<file path="config.mk">
export PLATFORM = sky130hd
export DESIGN_NAME = fbfly_route
export DESIGN_NICKNAME = d
export VERILOG_FILES = /design/src/rtl/fbfly_route_pkg.sv /design/src/rtl/fbfly_route_ctrl.sv /design/src/rtl/fbfly_route_dp.sv /design/src/rtl/fbfly_route.sv
export SDC_FILE = /design/constraint.sdc
export NUM_CORES = 1
export LEC_CHECK = 0
export CORE_ASPECT_RATIO = 1.25
export CORE_MARGIN = 4
export CORE_UTILIZATION = 40
export DETAILED_ROUTE_END_ITERATION = 10
export GPL_ROUTABILITY_DRIVEN = 0
export PLACE_DENSITY = 0.65
export SLEW_MARGIN = 40
export SYNTH_ARGS = -nofsm -noshare
export SYNTH_HDL_FRONTEND = slang
export SYNTH_SLANG_ARGS = --single-unit
</file>
<file path="constraint.sdc">
create_clock -name clk -period 13.3 [get_ports clk]
set_input_delay 3.325 -clock clk [delete_from_list [all_inputs] [get_ports clk]]
set_output_delay 3.325 -clock clk [all_outputs]
set_load 0.01 [all_outputs]
</file>
<file path="src/rtl/fbfly_route_pkg.sv">
package fbfly_route_pkg;

  // Strobes from the control to the datapath
  typedef struct packed {
    logic load;     // capture a new result
    logic eject;    // deliver to a local terminal
    logic useDim2;  // hop in the column dimension
    logic detour;   // take the alternative peer
    logic vcHigh;   // second virtual channel
  } route_ctrl_t;

endpackage

</file>
<file path="src/rtl/fbfly_route_ctrl.sv">
module fbfly_route_ctrl
  import fbfly_route_pkg::*;
(
  input  logic        clk,
  input  logic        rst_n,
  input  logic        reqValid,
  input  logic        adaptiveEn,
  input  logic        arrivedDetour,
  input  logic        colMatch,
  input  logic        rowMatch,
  input  logic [1:0]  minWins,
  output route_ctrl_t ctrl,
  output logic        respValid
);

  logic ejectNow;
  logic dimSel;

  assign ejectNow = colMatch && rowMatch;
  // the column is settled first; once it matches, the row is worked on
  assign dimSel   = colMatch;

  always_comb begin
    ctrl.load    = reqValid;
    ctrl.eject   = ejectNow;
    ctrl.useDim2 = dimSel;
    ctrl.detour  = adaptiveEn && !arrivedDetour && !ejectNow && !minWins[dimSel];
    ctrl.vcHigh  = arrivedDetour && !ejectNow;
  end

  always_ff @(posedge clk) begin
    if (!rst_n) respValid <= 1'b0;
    else        respValid <= reqValid;
  end

endmodule

</file>
<file path="src/rtl/fbfly_route_dp.sv">
module fbfly_route_dp
  import fbfly_route_pkg::*;
#(
  parameter  int K       = 4,
  parameter  int CONC    = 4,
  parameter  int OCC_W   = 5,
  localparam int COORD_W = $clog2(K),
  localparam int TERM_W  = $clog2(CONC),
  localparam int ID_W    = 2 * COORD_W + TERM_W,
  localparam int PEERS   = K - 1,
  localparam int PEER_W  = $clog2(PEERS),
  localparam int PORT_W  = $clog2(CONC + 2 * PEERS),
  localparam int ALT_W   = (K > 3) ? $clog2(K - 2) : 1
)(
  input  logic                     clk,
  input  logic                     rst_n,
  input  logic [ID_W-1:0]          destId,
  input  logic [COORD_W-1:0]       myRow,
  input  logic [COORD_W-1:0]       myCol,
  input  logic [ALT_W-1:0]         altPick,
  input  logic [PEERS*OCC_W-1:0]   occDim1,
  input  logic [PEERS*OCC_W-1:0]   occDim2,
  input  route_ctrl_t              ctrl,
  output logic                     colMatch,
  output logic                     rowMatch,
  output logic [1:0]               minWins,
  output logic [PORT_W-1:0]        outPort,
  output logic                     outVc,
  output logic                     outDetour
);

  localparam logic [PORT_W-1:0] DIM1_BASE = PORT_W'(CONC);
  localparam logic [PORT_W-1:0] DIM2_BASE = PORT_W'(CONC + PEERS);

  logic [COORD_W-1:0] destRow, destCol;
  logic [TERM_W-1:0]  destTerm;

  assign destRow  = destId[ID_W-1 -: COORD_W];
  assign destCol  = destId[TERM_W +: COORD_W];
  assign destTerm = destId[TERM_W-1:0];
  assign colMatch = (destCol == myCol);
  assign rowMatch = (destRow == myRow);

  logic [1:0][COORD_W-1:0]     ownC, tgtC;
  logic [1:0][PEERS*OCC_W-1:0] occAll;
  logic [1:0][PEER_W-1:0]      minIdx, altIdx;

  assign ownC[0]   = myCol;
  assign tgtC[0]   = destCol;
  assign occAll[0] = occDim1;
  assign ownC[1]   = myRow;
  assign tgtC[1]   = destRow;
  assign occAll[1] = occDim2;

  // peers are numbered with the router's own coordinate left out
  function automatic logic [PEER_W-1:0] peerSlot(input logic [COORD_W-1:0] t,
                                                  input logic [COORD_W-1:0] o);
    logic [COORD_W-1:0] s;
    s = (t > o) ? t - 1'b1 : t;
    return PEER_W'(s);
  endfunction

  for (genvar d = 0; d < 2; d++) begin : g_dim
    logic [COORD_W-1:0] altLoc;
    logic [PEER_W-1:0]  minSlot, altSlot;
    logic [OCC_W-1:0]   minOcc, altOcc;

    // the altPick-th coordinate that is neither own nor target
    always_comb begin
      logic [ALT_W:0] cnt;
      cnt    = '0;
      altLoc = '0;
      for (int c = 0; c < K; c++) begin
        if (COORD_W'(c) != ownC[d] && COORD_W'(c) != tgtC[d]) begin
          if (cnt == {1'b0, altPick}) altLoc = COORD_W'(c);
          cnt = cnt + 1'b1;
        end
      end
    end

    assign minSlot    = peerSlot(tgtC[d], ownC[d]);
    assign altSlot    = peerSlot(altLoc, ownC[d]);
    assign minOcc     = occAll[d][minSlot*OCC_W +: OCC_W];
    assign altOcc     = occAll[d][altSlot*OCC_W +: OCC_W];
    assign minWins[d] = ({1'b0, minOcc} <= {altOcc, 1'b0});
    assign minIdx[d]  = minSlot;
    assign altIdx[d]  = altSlot;
  end

  logic [PEER_W-1:0] slotSel;
  logic [PORT_W-1:0] baseSel;

  assign slotSel = ctrl.detour  ? altIdx[ctrl.useDim2] : minIdx[ctrl.useDim2];
  assign baseSel = ctrl.useDim2 ? DIM2_BASE : DIM1_BASE;

  always_ff @(posedge clk) begin
    if (!rst_n) begin
      outPort   <= '0;
      outVc     <= 1'b0;
      outDetour <= 1'b0;
    end else if (ctrl.load) begin
      outPort   <= ctrl.eject ? PORT_W'(destTerm) : baseSel + PORT_W'(slotSel);
      outVc     <= ctrl.vcHigh;
      outDetour <= ctrl.detour;
    end
  end

endmodule

</file>
<file path="src/rtl/fbfly_route.sv">
module fbfly_route
  import fbfly_route_pkg::*;
#(
  parameter  int K       = 4,
  parameter  int CONC    = 4,
  parameter  int OCC_W   = 5,
  localparam int COORD_W = $clog2(K),
  localparam int TERM_W  = $clog2(CONC),
  localparam int ID_W    = 2 * COORD_W + TERM_W,
  localparam int PEERS   = K - 1,
  localparam int PORT_W  = $clog2(CONC + 2 * PEERS),
  localparam int ALT_W   = (K > 3) ? $clog2(K - 2) : 1
)(
  input  logic                   clk,
  input  logic                   rst_n,
  input  logic                   reqValid,
  input  logic [ID_W-1:0]        destId,
  input  logic [COORD_W-1:0]     myRow,
  input  logic [COORD_W-1:0]     myCol,
  input  logic                   adaptiveEn,
  input  logic                   arrivedDetour,
  input  logic [ALT_W-1:0]       altPick,
  input  logic [PEERS*OCC_W-1:0] occDim1,
  input  logic [PEERS*OCC_W-1:0] occDim2,
  output logic                   respValid,
  output logic [PORT_W-1:0]      outPort,
  output logic                   outVc,
  output logic                   outDetour
);

  route_ctrl_t ctrl;
  logic        colMatch, rowMatch;
  logic [1:0]  minWins;

  fbfly_route_ctrl u_ctrl (
    .clk           (clk),
    .rst_n         (rst_n),
    .reqValid      (reqValid),
    .adaptiveEn    (adaptiveEn),
    .arrivedDetour (arrivedDetour),
    .colMatch      (colMatch),
    .rowMatch      (rowMatch),
    .minWins       (minWins),
    .ctrl          (ctrl),
    .respValid     (respValid)
  );

  fbfly_route_dp #(.K(K), .CONC(CONC), .OCC_W(OCC_W)) u_dp (
    .clk       (clk),
    .rst_n     (rst_n),
    .destId    (destId),
    .myRow     (myRow),
    .myCol     (myCol),
    .altPick   (altPick),
    .occDim1   (occDim1),
    .occDim2   (occDim2),
    .ctrl      (ctrl),
    .colMatch  (colMatch),
    .rowMatch  (rowMatch),
    .minWins   (minWins),
    .outPort   (outPort),
    .outVc     (outVc),
    .outDetour (outDetour)
  );

endmodule

</file>
==> flow_summary.toml <==
[power]
pwr-share-seq_pct = 10.2
power.leakage_nw = 1.07
clkPwrFrac_pct = 12.3
power.density_nw_per_um2 = 96.1
p_sw_share_pct = 44.0
pwr-share-comb_pct = 77.5
p_int_w = 0.000135
finalPower_w = 0.000241
power.switching_w = 0.000106
ir_worst_vdd_mv = 0.0448

[run_status]
status = "completed"

[timing]
drv_slew = 0
hold_viol_final = 0
setup_viol = 0
finalCritPeriodShare_pct = 71.8
finalClockSkew_ns = 0
holdWs_ns = 0.476
setup_tns_ns = 0
rsz0062_at_grt = "false"
timing.final.crit_period_ns = 9.55
worst_pin_slew_ns = 0.722
slew_headroom_pct = 51.7
fmax_mhz = 105

[clocking]
clock_latency_ns = 0.23
cts_tree = "built"
cts_root_buf = "clkbuf_8"
cts.path.max_buffers = 2
hold_buffers = 0
cts_setup_buffers = 0
cts_max_level = 1
clk_pin_slew_ns = 0.04
clock-sinks = 7
cts_made_buffers = 3
cts.repair.resized = 0

[logic_synthesis]
synth_top_area_cell = "ha_1"
ys_async_sr_fraction_pct = 0
ys_warn_count = 0
syn_area_um2 = 1920
synth-seq-cells = 7
synthTopCellsByCount = "28 x ha_1, 25 x nor2_1, 20 x mux2i_1"
ys.flop_type = "dfxtp_1"
syn_inst = 242
yosysTopAreaCellShare_pct = 18.3
synth_most_common_cell = "ha_1"
synth-edff-count = 0
synth_nets = 317
synth_cell_types = 68
synth.avg_cell_area_um2 = 7.93
synth_area_leaders = "ha_1 18%, mux2i_1 10%, dfxtp_1 7.3%"
seq_area_frac_synth_pct = 7.31

[finish]
finalInstanceArea_um2 = 2510
drive_gt1_share_pct = 8.90
num_antenna_cells = 0
fillCellCount = 466
fin_util_pct = 55.5
finalNetCount = 368
syn2layout_area_growth_pct = 30.9

[floorplanning]
core.rowCount = 27
start_util_pct = 42.4
core_um2 = 4530
die-area_um2 = 5970
die_w_um = 69.9
die_h_um = 85.4
io_pins = 53

[setup_path]
crit_fanout = 6
reg2reg_from = "u_dp.outDetour$_SDFFE_PN0P_"
reg2reg_depth = 3
worstSetupPathType = "input port to flip-flop"
cp_top_family = "compound AO/OA/AOI/OAI gates"
critPathBufInv = 4
regToRegSetupSlack_ns = 12.62
critPathMaxStageDelay_ns = 0.64
cp-end-kind = "flip-flop"
critPathSlowestCell = "or4_1"
crit_required_ns = 13.47
arrival_ns = 9.71
cp-start-kind = "input port"
worstReg2RegEnd = "u_dp.outDetour$_SDFFE_PN0P_"
cp_common_cell = "ha_1"

[routing]
dr.pass1.iters = 4
drt-wirelength-per-cell_um = 13.4
drc = 0
antenna_left = 0
viasPerCell = 5.45
drt-initial-drc-count = 101
vias = 1906
routed_wl_um = 4700

[hold_path]
hp-class = "flip-flop to flip-flop"
hp-start = "u_dp.outVc$_SDFFE_PN0P_"
min_to = "u_dp.outVc$_SDFFE_PN0P_"
whs_path_depth = 2

[grt]
gr-usage-all-layers_pct = 15.7
grt_pass1_wl_um = 8120
grt_pass1_vias = 1883
overflow = 0
grt_max_degree = 12
antenna_found_initial = 0

[place]
place.detailed.hpwl_um = 3900
place_area_um2 = 2460
numPortBuffers = 52

[job]
cap_viol_max_count = 0
-- state kept, by name, indices dropped and copies added (netlist names) --
register and cells:
u_dp.outDetour 1, u_dp.outPort 4, u_dp.outVc 1, u_ctrl.respValid 1
-- power groups by stage --
stage	Sequential (W)	Clock [W]	Combinational (W)
floorplan	0.0000261	0	0.000141
global placement	0.0000250	0	0.000186
detailed placement	0.0000250	0	0.000187
CTS	0.0000246	0.0000301	0.000188
global route	0.0000249	0.0000314	0.000212
finish	0.0000246	0.0000298	0.000187
-- layout make-up --
cell class	count	area, µm²	area share, %
multi-input combinational	216	1680	67.1
inverter	13	48.8	1.94
tap	58	72.6	2.89
sequential	7	140	5.58
timing repair buffer	52	520	20.7
clock buffer	4	45.0	1.79
-- per-layer routing --
layer | GRT usage, % | part of all wire [%]
met3 | 3.08 | 5.8
met1 | 19.5 | 46
met2 | 28.6 | 48
met5 | 0 | 0
met4 | 2.26 | 0.68
-- worst max path at each step --
stage	from	to	slack, ns	cells past startpoint
floorplan	destId[3]	u_dp.outPort[1]$_SDFFE_PN0P_	4.57	31
global placement	destId[2]	u_dp.outPort[1]$_SDFFE_PN0P_	3.51	31
detailed placement	destId[2]	u_dp.outPort[1]$_SDFFE_PN0P_	3.46	32
CTS	destId[2]	u_dp.outPort[1]$_SDFFE_PN0P_	3.67	32
global route	destId[2]	u_dp.outPort[1]$_SDFFE_PN0P_	3.23	31
finish	destId[2]	u_dp.outPort[1]$_SDFFE_PN0P_	3.75	31
-- worst min-delay path: cells and delay by family, from the launching register on --
family / cells / cell delay (ns)
flops: 1 / 0.30
simple gates: 1 / 0.06
compound gates: 1 / 0.06
-- placed cells by master (no fill, tap or decap), drive strengths merged, types with 4 or more instances in the layout --
master         count
a21oi             14
inv               13
nand3              7
mux2i             22
xnor2              7
nor2              26
o21ai             16
dfxtp              7
nand2             18
clkbuf             4
nor2b              8
o211ai             6
ha                28
clkdlybuf4s50     52
nand2b             6
-- cells by family after synthesis --
family	count (synthesis)	synth area share, %
AOI/OAI and AO/OA	67	26.1
xor gates and xnor gates	9	5.48
adders and majority gates	29	19.3
buffers and inverters	19	5.15
DFF	7	7.31
muxes	24	13.5
and+or+nand+nor	87	23.2
-- through the flow --
stage | setup WS (ns) | std cells
after CTS | 3.67 | 350
final | 3.75 | 350
after global placement | 3.51 | 346
after global routing | 3.23 | 350
after floorplan | 4.57 | 242
after detailed placement | 3.46 | 346
Power figures use the tool's default switching activity.
